==> src/rtl/spi_seq_pkg.sv <==
package spi_seq_pkg;

  typedef enum logic [2:0] {
    PH_IDLE,
    PH_OPC,
    PH_ADDR,
    PH_DUMMY,
    PH_DATA,
    PH_GAP
  } phase_e;

  typedef struct packed {
    logic       dir_tx;
    logic       has_addr;
    logic [2:0] dummy;
    logic [7:0] opcode;
  } cmd_cfg_t;

endpackage

==> src/rtl/flash_desc_decode.sv <==
module flash_desc_decode
  import spi_seq_pkg::*;
(
  input  logic [12:0] desc,
  output cmd_cfg_t    cfg
);
  // Field positions are fixed by the descriptor format.
  always_comb begin
    cfg.opcode   = desc[7:0];
    cfg.dummy    = desc[10:8];
    cfg.has_addr = desc[11];
    cfg.dir_tx   = desc[12];
  end
endmodule

==> src/rtl/spi_byte_shifter.sv <==
module spi_byte_shifter #(
  parameter int DIV_W = 8
) (
  input  logic             clk,
  input  logic             rst_n,
  input  logic             load,
  input  logic [7:0]       load_byte,
  input  logic [DIV_W-1:0] half,
  input  logic             miso,
  output logic             sclk,
  output logic             mosi,
  output logic             busy,
  output logic             done,
  output logic [7:0]       rx_byte
);
  localparam int EDGES = 16;
  localparam int PH_W  = $clog2(EDGES);

  logic [7:0]       sh_q;
  logic [DIV_W-1:0] cnt_q;
  logic [PH_W-1:0]  ph_q;
  logic             half_end;

  assign half_end = (cnt_q == half - 1'b1);
  assign mosi     = sh_q[7];

  always_ff @(posedge clk or negedge rst_n) begin
    if (!rst_n) begin
      sh_q    <= '0;
      cnt_q   <= '0;
      ph_q    <= '0;
      sclk    <= 1'b0;
      busy    <= 1'b0;
      done    <= 1'b0;
      rx_byte <= '0;
    end else begin
      done <= 1'b0;
      if (load && !busy) begin
        sh_q  <= load_byte;
        cnt_q <= '0;
        ph_q  <= '0;
        busy  <= 1'b1;
      end else if (busy) begin
        if (half_end) begin
          cnt_q <= '0;
          ph_q  <= ph_q + 1'b1;
          if (!ph_q[0]) begin
            sclk    <= 1'b1;
            rx_byte <= {rx_byte[6:0], miso};
          end else begin
            sclk <= 1'b0;
            sh_q <= {sh_q[6:0], 1'b0};
            if (ph_q == PH_W'(EDGES - 1)) begin
              busy <= 1'b0;
              done <= 1'b1;
            end
          end
        end else begin
          cnt_q <= cnt_q + 1'b1;
        end
      end
    end
  end


  mosi_hold_high_chk: assert property (@(posedge clk) disable iff (!rst_n)
    (sclk && $past(sclk)) |-> $stable(mosi));


  sclk_only_busy_chk: assert property (@(posedge clk) disable iff (!rst_n)
    sclk |-> busy);

endmodule

==> src/rtl/spi_flash_seq.sv <==
module spi_flash_seq
  import spi_seq_pkg::*;
#(
  parameter int DIV_W = 8,
  parameter int LEN_W = 8
) (
  input  logic             clk,
  input  logic             rst_n,
  input  logic             start_valid,
  output logic             start_ready,
  input  logic [12:0]      cmd_desc,
  input  logic [23:0]      cmd_addr,
  input  logic [LEN_W-1:0] cmd_len,
  input  logic [DIV_W-1:0] sclk_div,
  input  logic             tx_valid,
  output logic             tx_ready,
  input  logic [7:0]       tx_data,
  output logic             rx_valid,
  output logic [7:0]       rx_data,
  output logic             spi_cs_n,
  output logic             spi_sclk,
  output logic             spi_mosi,
  input  logic             spi_miso
);
  localparam int ADDR_BYTES = 3;
  localparam int IDX_W      = 3;
  localparam int GAP_W      = DIV_W + 1;

  phase_e           phase_q, nxt_ph, post_addr_ph, post_dummy_ph;
  cmd_cfg_t         cfg_q, dec_cfg;
  logic [23:0]      addr_q;
  logic [LEN_W-1:0] rem_q;
  logic [IDX_W-1:0] idx_q, nxt_idx;
  logic [DIV_W-1:0] half_q, half_in;
  logic [GAP_W-1:0] gcnt_q;
  logic             inflight_q;
  logic             active, tx_phase, eng_load, eng_busy, eng_done;
  logic [7:0]       load_byte, eng_rx;

  flash_desc_decode u_dec (
    .desc (cmd_desc),
    .cfg  (dec_cfg)
  );

  spi_byte_shifter #(.DIV_W(DIV_W)) u_shift (
    .clk       (clk),
    .rst_n     (rst_n),
    .load      (eng_load),
    .load_byte (load_byte),
    .half      (half_q),
    .miso      (spi_miso),
    .sclk      (spi_sclk),
    .mosi      (spi_mosi),
    .busy      (eng_busy),
    .done      (eng_done),
    .rx_byte   (eng_rx)
  );

  assign half_in  = ((sclk_div >> 1) == '0) ? DIV_W'(1) : (sclk_div >> 1);
  assign active   = (phase_q == PH_OPC) || (phase_q == PH_ADDR) ||
                    (phase_q == PH_DUMMY) || (phase_q == PH_DATA);
  assign tx_phase = (phase_q == PH_DATA) && cfg_q.dir_tx;
  assign tx_ready = tx_phase && !inflight_q;
  assign eng_load = active && !inflight_q && (!tx_phase || tx_valid);

  assign start_ready = (phase_q == PH_IDLE);
  assign rx_valid    = eng_done && (phase_q == PH_DATA) && !cfg_q.dir_tx;
  assign rx_data     = eng_rx;

  always_comb begin
    load_byte = 8'h00;
    case (phase_q)
      PH_OPC:  load_byte = cfg_q.opcode;
      PH_ADDR: begin
        case (idx_q)
          3'd0:    load_byte = addr_q[23:16];
          3'd1:    load_byte = addr_q[15:8];
          default: load_byte = addr_q[7:0];
        endcase
      end
      PH_DATA: load_byte = cfg_q.dir_tx ? tx_data : 8'h00;
      default: load_byte = 8'h00;
    endcase
  end

  assign post_dummy_ph = (rem_q != '0) ? PH_DATA : PH_GAP;
  assign post_addr_ph  = (cfg_q.dummy != '0) ? PH_DUMMY : post_dummy_ph;

  always_comb begin
    nxt_ph  = phase_q;
    nxt_idx = idx_q;
    if (eng_done) begin
      case (phase_q)
        PH_OPC: begin
          nxt_idx = '0;
          nxt_ph  = cfg_q.has_addr ? PH_ADDR : post_addr_ph;
        end
        PH_ADDR: begin
          if (idx_q == IDX_W'(ADDR_BYTES - 1)) begin
            nxt_idx = '0;
            nxt_ph  = post_addr_ph;
          end else begin
            nxt_idx = idx_q + 1'b1;
          end
        end
        PH_DUMMY: begin
          if (idx_q == cfg_q.dummy - 3'd1) begin
            nxt_idx = '0;
            nxt_ph  = post_dummy_ph;
          end else begin
            nxt_idx = idx_q + 1'b1;
          end
        end
        PH_DATA: if (rem_q == LEN_W'(1)) nxt_ph = PH_GAP;
        default: ;
      endcase
    end
    if (phase_q == PH_GAP && gcnt_q == {half_q, 1'b0} - 1'b1) nxt_ph = PH_IDLE;
  end

  always_ff @(posedge clk or negedge rst_n) begin
    if (!rst_n) begin
      phase_q    <= PH_IDLE;
      cfg_q      <= '0;
      addr_q     <= '0;
      rem_q      <= '0;
      idx_q      <= '0;
      half_q     <= DIV_W'(1);
      gcnt_q     <= '0;
      inflight_q <= 1'b0;
      spi_cs_n   <= 1'b1;
    end else begin
      phase_q <= nxt_ph;
      idx_q   <= nxt_idx;
      if (eng_load)      inflight_q <= 1'b1;
      else if (eng_done) inflight_q <= 1'b0;
      if (eng_done && phase_q == PH_DATA) rem_q <= rem_q - 1'b1;
      if (phase_q == PH_GAP) gcnt_q <= gcnt_q + 1'b1;
      if (phase_q != PH_GAP && nxt_ph == PH_GAP) begin
        spi_cs_n <= 1'b1;
        gcnt_q   <= '0;
      end
      if (phase_q == PH_IDLE && start_valid) begin
        cfg_q    <= dec_cfg;
        addr_q   <= cmd_addr;
        rem_q    <= cmd_len;
        half_q   <= half_in;
        idx_q    <= '0;
        spi_cs_n <= 1'b0;
        phase_q  <= PH_OPC;
      end
    end
  end


  cs_idle_sclk_low_chk: assert property (@(posedge clk) disable iff (!rst_n)
    spi_cs_n |-> !spi_sclk);


  ready_cs_high_chk: assert property (@(posedge clk) disable iff (!rst_n)
    start_ready |-> spi_cs_n);


  rx_in_frame_chk: assert property (@(posedge clk) disable iff (!rst_n)
    rx_valid |-> (!spi_cs_n && !tx_ready));


  tx_take_in_frame_chk: assert property (@(posedge clk) disable iff (!rst_n)
    (tx_valid && tx_ready) |=> (!spi_cs_n && !tx_ready));


  cs_rise_after_fall_chk: assert property (@(posedge clk) disable iff (!rst_n)
    $rose(spi_cs_n) |-> ($past(!spi_sclk) && !spi_sclk));

endmodule

==> config.mk <==
export PLATFORM = sky130hd
export DESIGN_NAME = spi_flash_seq
export DESIGN_NICKNAME = d
export VERILOG_FILES = /design/src/rtl/spi_seq_pkg.sv /design/src/rtl/flash_desc_decode.sv /design/src/rtl/spi_byte_shifter.sv /design/src/rtl/spi_flash_seq.sv
export SDC_FILE = /design/constraint.sdc
export NUM_CORES = 1
export LEC_CHECK = 0
export BUFFER_PORTS_ARGS = -buffer_cell sky130_fd_sc_hd__buf_2
export CORE_ASPECT_RATIO = 1.4
export CORE_UTILIZATION = 33
export DETAILED_ROUTE_END_ITERATION = 7
export GPL_TIMING_DRIVEN = 0
export PLACE_DENSITY_LB_ADDON = 0.05
export SYNTH_ARGS = -nofsm -noshare
export SYNTH_HDL_FRONTEND = slang
export SYNTH_SLANG_ARGS = --single-unit
==> constraint.sdc <==
create_clock -name clk -period 2.3 [get_ports clk]
set_input_delay 0.23 -clock clk [delete_from_list [all_inputs] [get_ports clk]]
set_output_delay 0.23 -clock clk [all_outputs]
set_load 0.01 [all_outputs]
==> metrics.yaml, run 1 <==
global_routing:
  gr-total-overflow: 0
  grt_pass1_wl_um: 24200
  grt_max_degree: 66
  antenna_found_initial: 0
  grtUsageTotal_pct: 18.7
  grt_pass1_vias: 4658
floorplanning:
  row_count: 55
  ioPinCount: 80
  coreArea_um2: 16100
  start_util_pct: 33.5
  die_width_um: 110
  die_h_um: 153
  dieArea_um2: 16900
route:
  drtPass1Iterations: 4
  drc: 0
  finalWirelength_um: 14800
  wire_per_inst_um: 16.3
  viasPerCell: 5.12
  via_count: 4635
  ant_nets: 0
  first_iter_violations: 174
sta:
  slew-limit-headroom_pct: 56.3
  fin_ws_ns: 0.0135
  final_hold_viol_count: 0
  fin_crit_sh_pct: 99.4
  whs_ns: 0.0676
  setup_tns_ns: 0
  worst_pin_slew_ns: 0.656
  rsz0062_at_grt: "true"
  clock.fmax_mhz: 437
  setup_violations: 0
  finClkSkew_ns: 0.00921
  min_period_ns: 2.29
  report.final.slew_viol_count: 0
place:
  hpwl_um: 10800
  gp_congestion: 0.797
  post-place-ws_ns: -0.428
  portBuffers: 78
setup_path:
  slowest_stage: "dfstp_2"
  critical-path-max-stage-delay_ns: 0.54
  critical_path_class: "reg -> reg"
  cp.arrival_ns: 2.52
  path_depth: 9
  r2r_setup_slack_ns: 0.01
  reg2reg_from: "half_q[0]"
  critical_path.endpoint: "u_shift.rx_byte[1]"
  reg2reg_depth: 9
  worst_setup_path_end_kind: "register"
  critPathLaunch: "half_q[0]"
  path_max_fanout: 6
  rr_endpoint: "u_shift.rx_byte[1]"
  cpLargestDelayFamily: "simple AND/OR/NAND/NOR gates"
  cp.required_ns: 2.54
  crit_chain: "inv_2 -> ha_4 -> and2b_2 -> a21oi_4 -> a31oi_4 -> nor4_4 -> buf_6 -> nand3b_4 -> mux2_4"
  cp-start-kind: "register"
  path_buf_inv: 2
power_and_ir_drop:
  p_per_area_nw_per_um2: 503
  max-vdd-ir-drop_v: 0.000490
  p_leak_nw: 3.40
synth:
  ys.flop_type: "dfrtp_1"
  synth_cell_type_count: 67
  synth_edf_count: 0
  syn-cell-area_um2: 5400
  yosys_warnings: 0
  ys_ff_latch: 100
  avgSynthCellArea_um2: 9.14
  synth.net_count: 670
  synth_seq_area_share_pct: 46.4
  synthArstFlopShare_pct: 100
  syn_inst: 591
worst_hold_path:
  hold_path.class: "in -> reg"
final_layout:
  fill_cells: 1658
  finalNetCount: 781
  drive_above_1_share_pct: 27.0
  final-seq-area_um2: 2510
  num_antenna_cells: 0
  fin_util_pct: 42.5
  syn_to_final_growth_pct: 26.7
  multi_input_area_um2: 2950
outcome:
  status: "finished, final reports clean"
clock_tree:
  path_clk_slew_ns: 0.08
  worstSkewPairLatency_ns: 0.35
  clock_path_buffers: 2
  numCtsBuffers: 9
  cts_root_buf: "clkbuf_16"
  cts_tree: "yes"
  cts_htree_levels: 3
  clock-sinks: 100
job:
  drv_cap: 0
## per-stage QoR
stage / area, µm² / power (W) / cells
CTS: 6610 / 0.00350 / 897
finish: 6840 / 0.00344 / 906
global route: 6840 / 0.00358 / 906
detailed placement: 6090 / 0.00193 / 869
global placement: 6060 / 0.00192 / 868
floorplan: 5420 / 0.00182 / 591
## power by group
part	switching, W	internal [W]
logic	0.0000633	0.0000598
registers	0.00000515	0.00176
clock network	0.000776	0.000776
total	0.000845	0.00260
## worst register-to-register path: stages (launching register included)
cell and delay, ns:
dfstp_2 0.54, inv_2 0.05, ha_4 0.16, and2b_2 0.24, a21oi_4 0.16, a31oi_4 0.06, nor4_4 0.28, buf_6 0.18
nand3b_4 0.16, mux2_4 0.36
## worst min-delay path by stage
stage / endpoint / slack, ns / cells past startpoint / start
after floorplan: addr_q[0] / -0.07 / 0 / rst_n
after global placement: addr_q[1] / 0.42 / 3 / cmd_addr[1]
after detailed placement: half_q[2] / 0.25 / 1 / rst_n
after CTS: addr_q[2] / 0.05 / 3 / cmd_addr[2]
after global routing: addr_q[2] / 0.06 / 3 / cmd_addr[2]
final: addr_q[2] / 0.07 / 3 / cmd_addr[2]
## registers in the layout, indices dropped and copies added, names as in the netlist, 4 cells and up
register,flops
rem_q,8
gcnt_q,9
addr_q,24
u_shift.rx_byte,8
u_shift.ph_q,4
cfg_q,13
u_shift.cnt_q,8
u_shift.sh_q,8
half_q,7
## cell usage in the layout, fill, tap and decap left out, types with 7 or more instances in the layout
cell,netlist,routed
nor2_1,29,29
mux2_4,8,8
dfrtp_1,98,94
a22o_1,10,10
xnor2_1,14,13
inv_1,17,13
nand3_1,11,11
nand2_1,160,160
nor3_1,15,11
clkbuf_16,0,9
o21ai_0,37,31
a21oi_1,9,7
buf_4,2,22
a221oi_1,7,7
clkbuf_1,19,10
ha_1,13,9
buf_2,8,83
a22oi_1,9,9
xor2_1,20,20
## cell families after synthesis
kind of cell / count (synthesis) / synth area share (%)
adder cells (fa/ha/maj): 13 / 3.01
AND/OR/NAND/NOR: 268 / 23.3
buffers and inverters: 49 / 3.87
multiplexers: 15 / 3.57
flip-flops: 100 / 46.4
AO/OA/AOI/OAI: 112 / 14.4
XOR/XNOR: 34 / 5.51
## repair_timing
| action | CTS | global route |
|---|---|---|
| setup buffers | 10 | 11 |
| gates cloned | 1 | 1 |
| pin swaps | 5 | 20 |
| setup endpoints to repair | 81 | 82 |
| endpoints found under the hold margin | 33 | 0 |
| hold buffers | 1 | 0 |
| gates resized for setup | 28 | 42 |
## cell usage after synthesis, types with 8 or more instances
cell type  number  share of area [%]
nor2_1         29                2.0
ha_1           13                3.0
xor2_1         20                3.2
a22o_1         10                1.6
clkbuf_1       19                1.3
inv_1          17                1.2
o21ai_0        37                3.4
a21oi_1         9               0.83
buf_2           8               0.74
dfrtp_1        98                 45
nor3_1         15                1.4
xnor2_1        14                2.3
a22oi_1         9                1.3
mux2_4          8                2.2
nand3_1        11                1.0
nand2_1       160                 11
## per-layer routing
layer | GRT usage [%] | vias to the layer above | wire length, µm
met2 | 32.1 | 89 | 7570
li1 | - | 2281 | -
met1 | 24.6 | 2259 | 6610
met5 | 0 | - | 0
met4 | 4.32 | 0 | 117
met3 | 2.35 | 6 | 467
## final cells by class
type	count	area share, %
plain buffers	29	2.36
clock buffers	9	3.29
clock inverters	7	1.17
inverters	17	0.933
multi-input cells	443	43.1
flip-flops and latches	100	36.7
well taps	199	3.64
repair buffers	102	8.82
Note: power is estimated with default switching activity, not from simulation.
==> run 2: changes to the inputs <==
CORE_UTILIZATION = 52   (was 33)
==> run 2 against run 1 <==
  * The flow now finishes with violations (negative setup slack)
  * Die area is 36% lower
  * Sequential share of layout area is 0.19 points higher
  * Clock power is 3% higher
  * Global-route usage is 8.5 points higher
  * Design area is 0.57% lower
  * Register-to-register slack worse by 0.04 ns
  * Utilization is 25 points higher
  * Sequential power hardly changed
  * First-iteration DRC count is 90% higher
  * Cell count is 6.8% lower
  * Setup slack worse by 0.036 ns
  * Critical path type unchanged
  * Largest cell class unchanged
==> metrics.yaml, run 2 (same netlist as run 1, synthesis figures left out) <==
outcome:
  violations: "negative setup slack"
  status: "finished with violations"
final_layout:
  syn_to_final_growth_pct: 25.9
  top_regs: "addr_q x24, cfg_q x13, gcnt_q x9"
  stdcell_area_um2: 6800
  drive_above_1_share_pct: 27.9
  mostFrequentLayoutCells: "nand2_1 (160), dfrtp_1 (95), buf_2 (82), o21ai_0 (29), nor2_1 (28)"
  final_common_cell: "nand2_1"
  finalNetCount: 783
  largest_reg_flops: 24
  num_antenna_cells: 0
  regMostFlops: "addr_q"
clock_tree:
  path_clk_slew_ns: 0.07
  cts_tree: "yes"
  cts_htree_levels: 3
  cts_root_buf: "clkbuf_16"
  numCtsBuffers: 9
  clock_path_buffers: 2
  clock-sinks: 100
  worstSkewPairLatency_ns: 0.35
sta:
  setup_violations: 2
  final_hold_viol_count: 0
  fin_crit_sh_pct: 101
  worst_pin_slew_ns: 0.667
  min_period_ns: 2.32
  fin_ws_ns: -0.0229
  report.final.slew_viol_count: 0
  rsz0062_at_grt: "true"
  clock.fmax_mhz: 430
  finClkSkew_ns: 0.0119
  slew-limit-headroom_pct: 55.5
setup_path:
  cp-start-kind: "register"
  cp.required_ns: 2.51
  cp.arrival_ns: 2.53
  path_max_fanout: 4
  critical_path_class: "reg -> reg"
  critical-path-max-stage-delay_ns: 0.54
  crit_chain: "inv_2 -> ha_4 -> and2b_2 -> a21oi_4 -> a31oi_4 -> buf_6 -> nor4_4 -> buf_4 -> nand2b_4 -> a22oi_2"
  slowest_stage: "dfstp_2"
  worst_setup_path_end_kind: "register"
route:
  drc: 0
  drtPass1Iterations: 5
  finalWirelength_um: 13900
  wire_per_inst_um: 16.5
  first_iter_violations: 331
  via_count: 4742
  ant_nets: 0
  viasPerCell: 5.62
job:
  drv_cap: 0
place:
  post-place-ws_ns: -0.313
  hpwl_um: 9540
  portBuffers: 78
  gp_congestion: 0.876
  dpl_cell_area_um2: 6010
power_and_ir_drop:
  p_leak_nw: 3.41
  max-vdd-ir-drop_v: 0.000424
  p_per_area_nw_per_um2: 511
global_routing:
  antenna_found_initial: 0
  grt_max_degree: 66
  grtUsageTotal_pct: 27.1
  gr-total-overflow: 0
  grt_pass1_wl_um: 22400
  grt_pass1_vias: 4666
floorplanning:
  die_h_um: 123
  dieArea_um2: 10800
  start_util_pct: 54.0
  row_count: 43
  ioPinCount: 80
  coreArea_um2: 10000
  die_width_um: 88.1
worst_hold_path:
  hold_path.class: "in -> reg"
[run 2: changes by cell type in the layout (fill, tap and decap cells not counted), sizes merged]
| cell | delta |
|---|---|
| bufinv | +1 |
| clkinv | +1 |
| inv | -2 |
| clkbuf | +2 |
| buf | +1 |
| clkinvlp | -1 |
[run 2: path summary, 6_finish.rpt]
check	from	endpoint	slack, ns	depth (start not counted)
max	half_q[0]	u_shift.sh_q[7]	-0.02	10
min	cmd_addr[3]	addr_q[3]	0.06	3
max reg2reg	half_q[0]	u_shift.sh_q[7]	-0.02	10
min reg2reg	cfg_q[6]	cfg_q[6]	0.48	2
max in group asynchronous	rst_n	u_shift.sh_q[0]	1.21	3
min in group asynchronous	rst_n	half_q[1]	0.38	2
[run 2: timing repair]
item                                    4_1_cts  5_1_grt
gates cloned                                  2        0
buffers inserted                             11       11
endpoints found under the setup margin       81       68
gates resized for setup                      28       50
hold buffers                                  1        0
pin swaps                                     7       19
endpoints found under the hold margin        33        0
[run 2: final cells by class]
cell class	instances	area (µm²)
well taps	135	169
inverters	17	63.8
multi-input cells	443	2970
fillers	849	3210
plain buffers	30	166
clock buffers	10	239
clock inverters	6	72.6
repair buffers	103	614
flip-flops and latches	100	2510
[run 2: worst max-delay path, delay by kind of cell, from the launching register on]
kind | cells | cell delay [ns]
buffers and inverters | 3 | 0.41
adder cells (fa/ha/maj) | 1 | 0.16
AND/OR/NAND/NOR | 3 | 0.80
AO/OA/AOI/OAI | 3 | 0.26
flip-flops | 1 | 0.54
[run 2: metrics by stage]
step / total power (W) / instances / setup TNS [ns] / util (%) / hold WS (ns)
after floorplan: 0.00182 / 591 / -0.205 / - / -0.0656
after CTS: 0.00350 / 835 / -0.252 / 65.3 / 0.0600
after global routing: 0.00357 / 844 / -1.20 / 68.0 / 0.0643
after detailed placement: 0.00193 / 805 / -14.56 / 60.1 / 0.231
final: 0.00348 / 844 / -0.0436 / 68.0 / 0.0622
after global placement: 0.00192 / 804 / -20.95 / 59.8 / 0.420
[run 2: where the power goes]
group,internal [W],switching [W],total (W)
sequential,0.00176,0.00000585,0.00177
clock,0.000885,0.000700,0.00159
combinational,0.0000598,0.0000621,0.000122
[run 2: per-layer routing]
metal / vias to the layer above / GRT usage [%] / routed length (µm)
met2: 132 / 46.0 / 7090
met4: 0 / 10.3 / 217
met5: - / 0 / 0
li1: 2286 / - / -
met1: 2308 / 34.9 / 6070
met3: 16 / 3.90 / 511
==> run 3: changes to the inputs <==
SETUP_SLACK_MARGIN = 0.02   (was unset)
==> run 3 against run 2 <==
  * The flow still finishes with violations (negative setup slack)
  * Register-to-register slack got worse by 0.04 ns
  * Clock skew decreased by 0.0015 ns
  * Critical path depth decreased by 1
  * Sequential share of layout area decreased by 0.24 points
  * Utilization increased by 0.49 points
  * Via count about the same
  * Die area unchanged
  * Power decreased by 0.27%
  * Clock power about the same
  * Flip-flop and latch count unchanged
  * Critical endpoint is now u_shift.sh_q[5]
  * Largest cell class unchanged
==> metrics.yaml, run 3 (same netlist as run 1, synthesis figures left out) <==
outcome:
  status: "finished with violations"
  violations: "negative setup slack"
setup_path:
  critical_path_class: "reg -> reg"
  cp-start-kind: "register"
  path_max_fanout: 4
  reg2reg_depth: 9
  crit_chain: "inv_2 -> ha_4 -> xor2_2 -> o211a_1 -> o2111ai_2 -> nor4_4 -> buf_4 -> mux2_4 -> o21ai_2"
  critical_path.endpoint: "u_shift.sh_q[5]"
  worst_setup_path_end_kind: "register"
  r2r_setup_slack_ns: -0.06
  reg2reg_from: "half_q[0]"
  critical-path-max-stage-delay_ns: 0.54
  rr_endpoint: "u_shift.sh_q[5]"
  cp.required_ns: 2.58
  critPathLaunch: "half_q[0]"
  slowest_stage: "dfstp_2"
  cp.arrival_ns: 2.64
floorplanning:
  ioPinCount: 80
  dieArea_um2: 10800
  start_util_pct: 54.0
  die_width_um: 88.1
  row_count: 43
  coreArea_um2: 10000
  die_h_um: 123
place:
  gp_congestion: 0.876
  portBuffers: 78
  dp_cells: 805
  hpwl_um: 9540
final_layout:
  fin_cells: 849
  final_common_cell: "nand2_1"
  drive_above_1_share_pct: 28.7
  syn_to_final_growth_pct: 26.9
  mostFrequentLayoutCells: "nand2_1 (160), dfrtp_1 (94), buf_2 (83), nor2_1 (28), o21ai_0 (27)"
  top_regs: "addr_q x24, cfg_q x13, gcnt_q x9"
  finalNetCount: 788
  regMostFlops: "addr_q"
  num_antenna_cells: 0
  largest_reg_flops: 24
worst_hold_path:
  hp-start: "cmd_addr[3]"
  hold_path.class: "in -> reg"
route:
  first_iter_violations: 341
  drc: 0
  viasPerCell: 5.59
  finalWirelength_um: 14000
  wire_per_inst_um: 16.5
  via_count: 4743
  drtPass1Iterations: 5
  ant_nets: 0
job:
  drv_cap: 0
sta:
  worst_pin_slew_ns: 0.700
  min_period_ns: 2.36
  slew-limit-headroom_pct: 53.3
  fin_crit_sh_pct: 103
  finClkSkew_ns: 0.0104
  fin_ws_ns: -0.0614
  setup_violations: 6
  report.final.slew_viol_count: 0
  final_hold_viol_count: 0
  rsz0062_at_grt: "true"
  clock.fmax_mhz: 423
clock_tree:
  cts_tree: "yes"
  cts_htree_levels: 3
  worstSkewPairLatency_ns: 0.35
  numCtsBuffers: 9
  clock_path_buffers: 2
  clock-sinks: 100
  cts_root_buf: "clkbuf_16"
  path_clk_slew_ns: 0.07
global_routing:
  top_usage_layer: "met2"
  grt_pass1_wl_um: 22400
  grtUsageTotal_pct: 27.1
  grt_max_degree: 66
  grt_pass1_vias: 4669
  antenna_found_initial: 0
  grt_use_met1_pct: 35.1
  met2_usage_pct: 45.7
  gr-total-overflow: 0
  use_met3_pct: 3.90
power_and_ir_drop:
  max-vdd-ir-drop_v: 0.000423
  p_leak_nw: 3.43
  total_power_w: 0.00347
  p_per_area_nw_per_um2: 506
-- run 3: cell count changes in the layout (fill, tap and decap cells not counted), sizes merged --
cell,change
buf,+5
-- run 3: metal layers --
| layer | wire length, µm | share of wire (%) | vias to the layer above |
|---|---|---|---|
| li1 | - | - | 2288 |
| met1 | 6180 | 44 | 2313 |
| met2 | 7100 | 51 | 126 |
| met3 | 549 | 3.9 | 16 |
| met4 | 214 | 1.5 | 0 |
| met5 | 0 | 0 | - |
-- run 3: cell type report --
cell class | instances | area [µm²]
flip-flops and latches | 100 | 2510
clock inverters | 6 | 72.6
well taps | 135 | 169
repair buffers | 107 | 648
fillers | 844 | 3160
clock buffers | 10 | 239
multi-input cells | 443 | 2980
inverters | 17 | 63.8
plain buffers | 31 | 173
-- run 3: power breakdown --
part	internal [W]	leakage [nW]	switching (W)
Sequential	0.00176	1.28	0.00000585
Combinational	0.0000597	2.00	0.0000618
Clock	0.000885	0.155	0.000691
Total	0.00271	3.43	0.000759
-- run 3: worst max-delay path, delay by kind of cell (launching register included) --
kind / cells / cell delay, ns
multiplexers: 1 / 0.31
AO/OA/AOI/OAI: 3 / 0.44
adder cells (fa/ha/maj): 1 / 0.28
flip-flops: 1 / 0.54
buffers and inverters: 2 / 0.24
AND/OR/NAND/NOR: 1 / 0.33
XOR/XNOR: 1 / 0.14
-- run 3: metrics by stage --
step           hold WS [ns]  TNS (ns)  area [µm²]  utilization, %  worst slack [ns]
2_1_floorplan       -0.0656    -0.205        5420               -           -0.0256
4_1_cts              0.0600    -0.338        6550            65.5           -0.0549
3_3_place_gp          0.420    -20.95        5980            59.8            -0.302
3_5_place_dp          0.231    -14.56        6010            60.1            -0.313
5_1_grt              0.0643     -1.81        6850            68.5            -0.163
6_report             0.0637    -0.197        6850            68.5           -0.0614
-- run 3: timing repair --
item                       4_1_cts  5_1_grt
setup endpoints to repair       81       77
resized for setup               31       55
hold endpoints to repair        33        0
hold buffers                     1        0
cloned                           2        0
pin swaps                        9       19
buffers inserted                12       14
-- run 3: worst min-delay path by stage --
stage,end,cells past startpoint
after detailed placement,half_q[1],1
after floorplan,addr_q[0],0
after global placement,cfg_q[7],3
after global routing,addr_q[3],3
final,addr_q[3],3
after CTS,addr_q[4],3
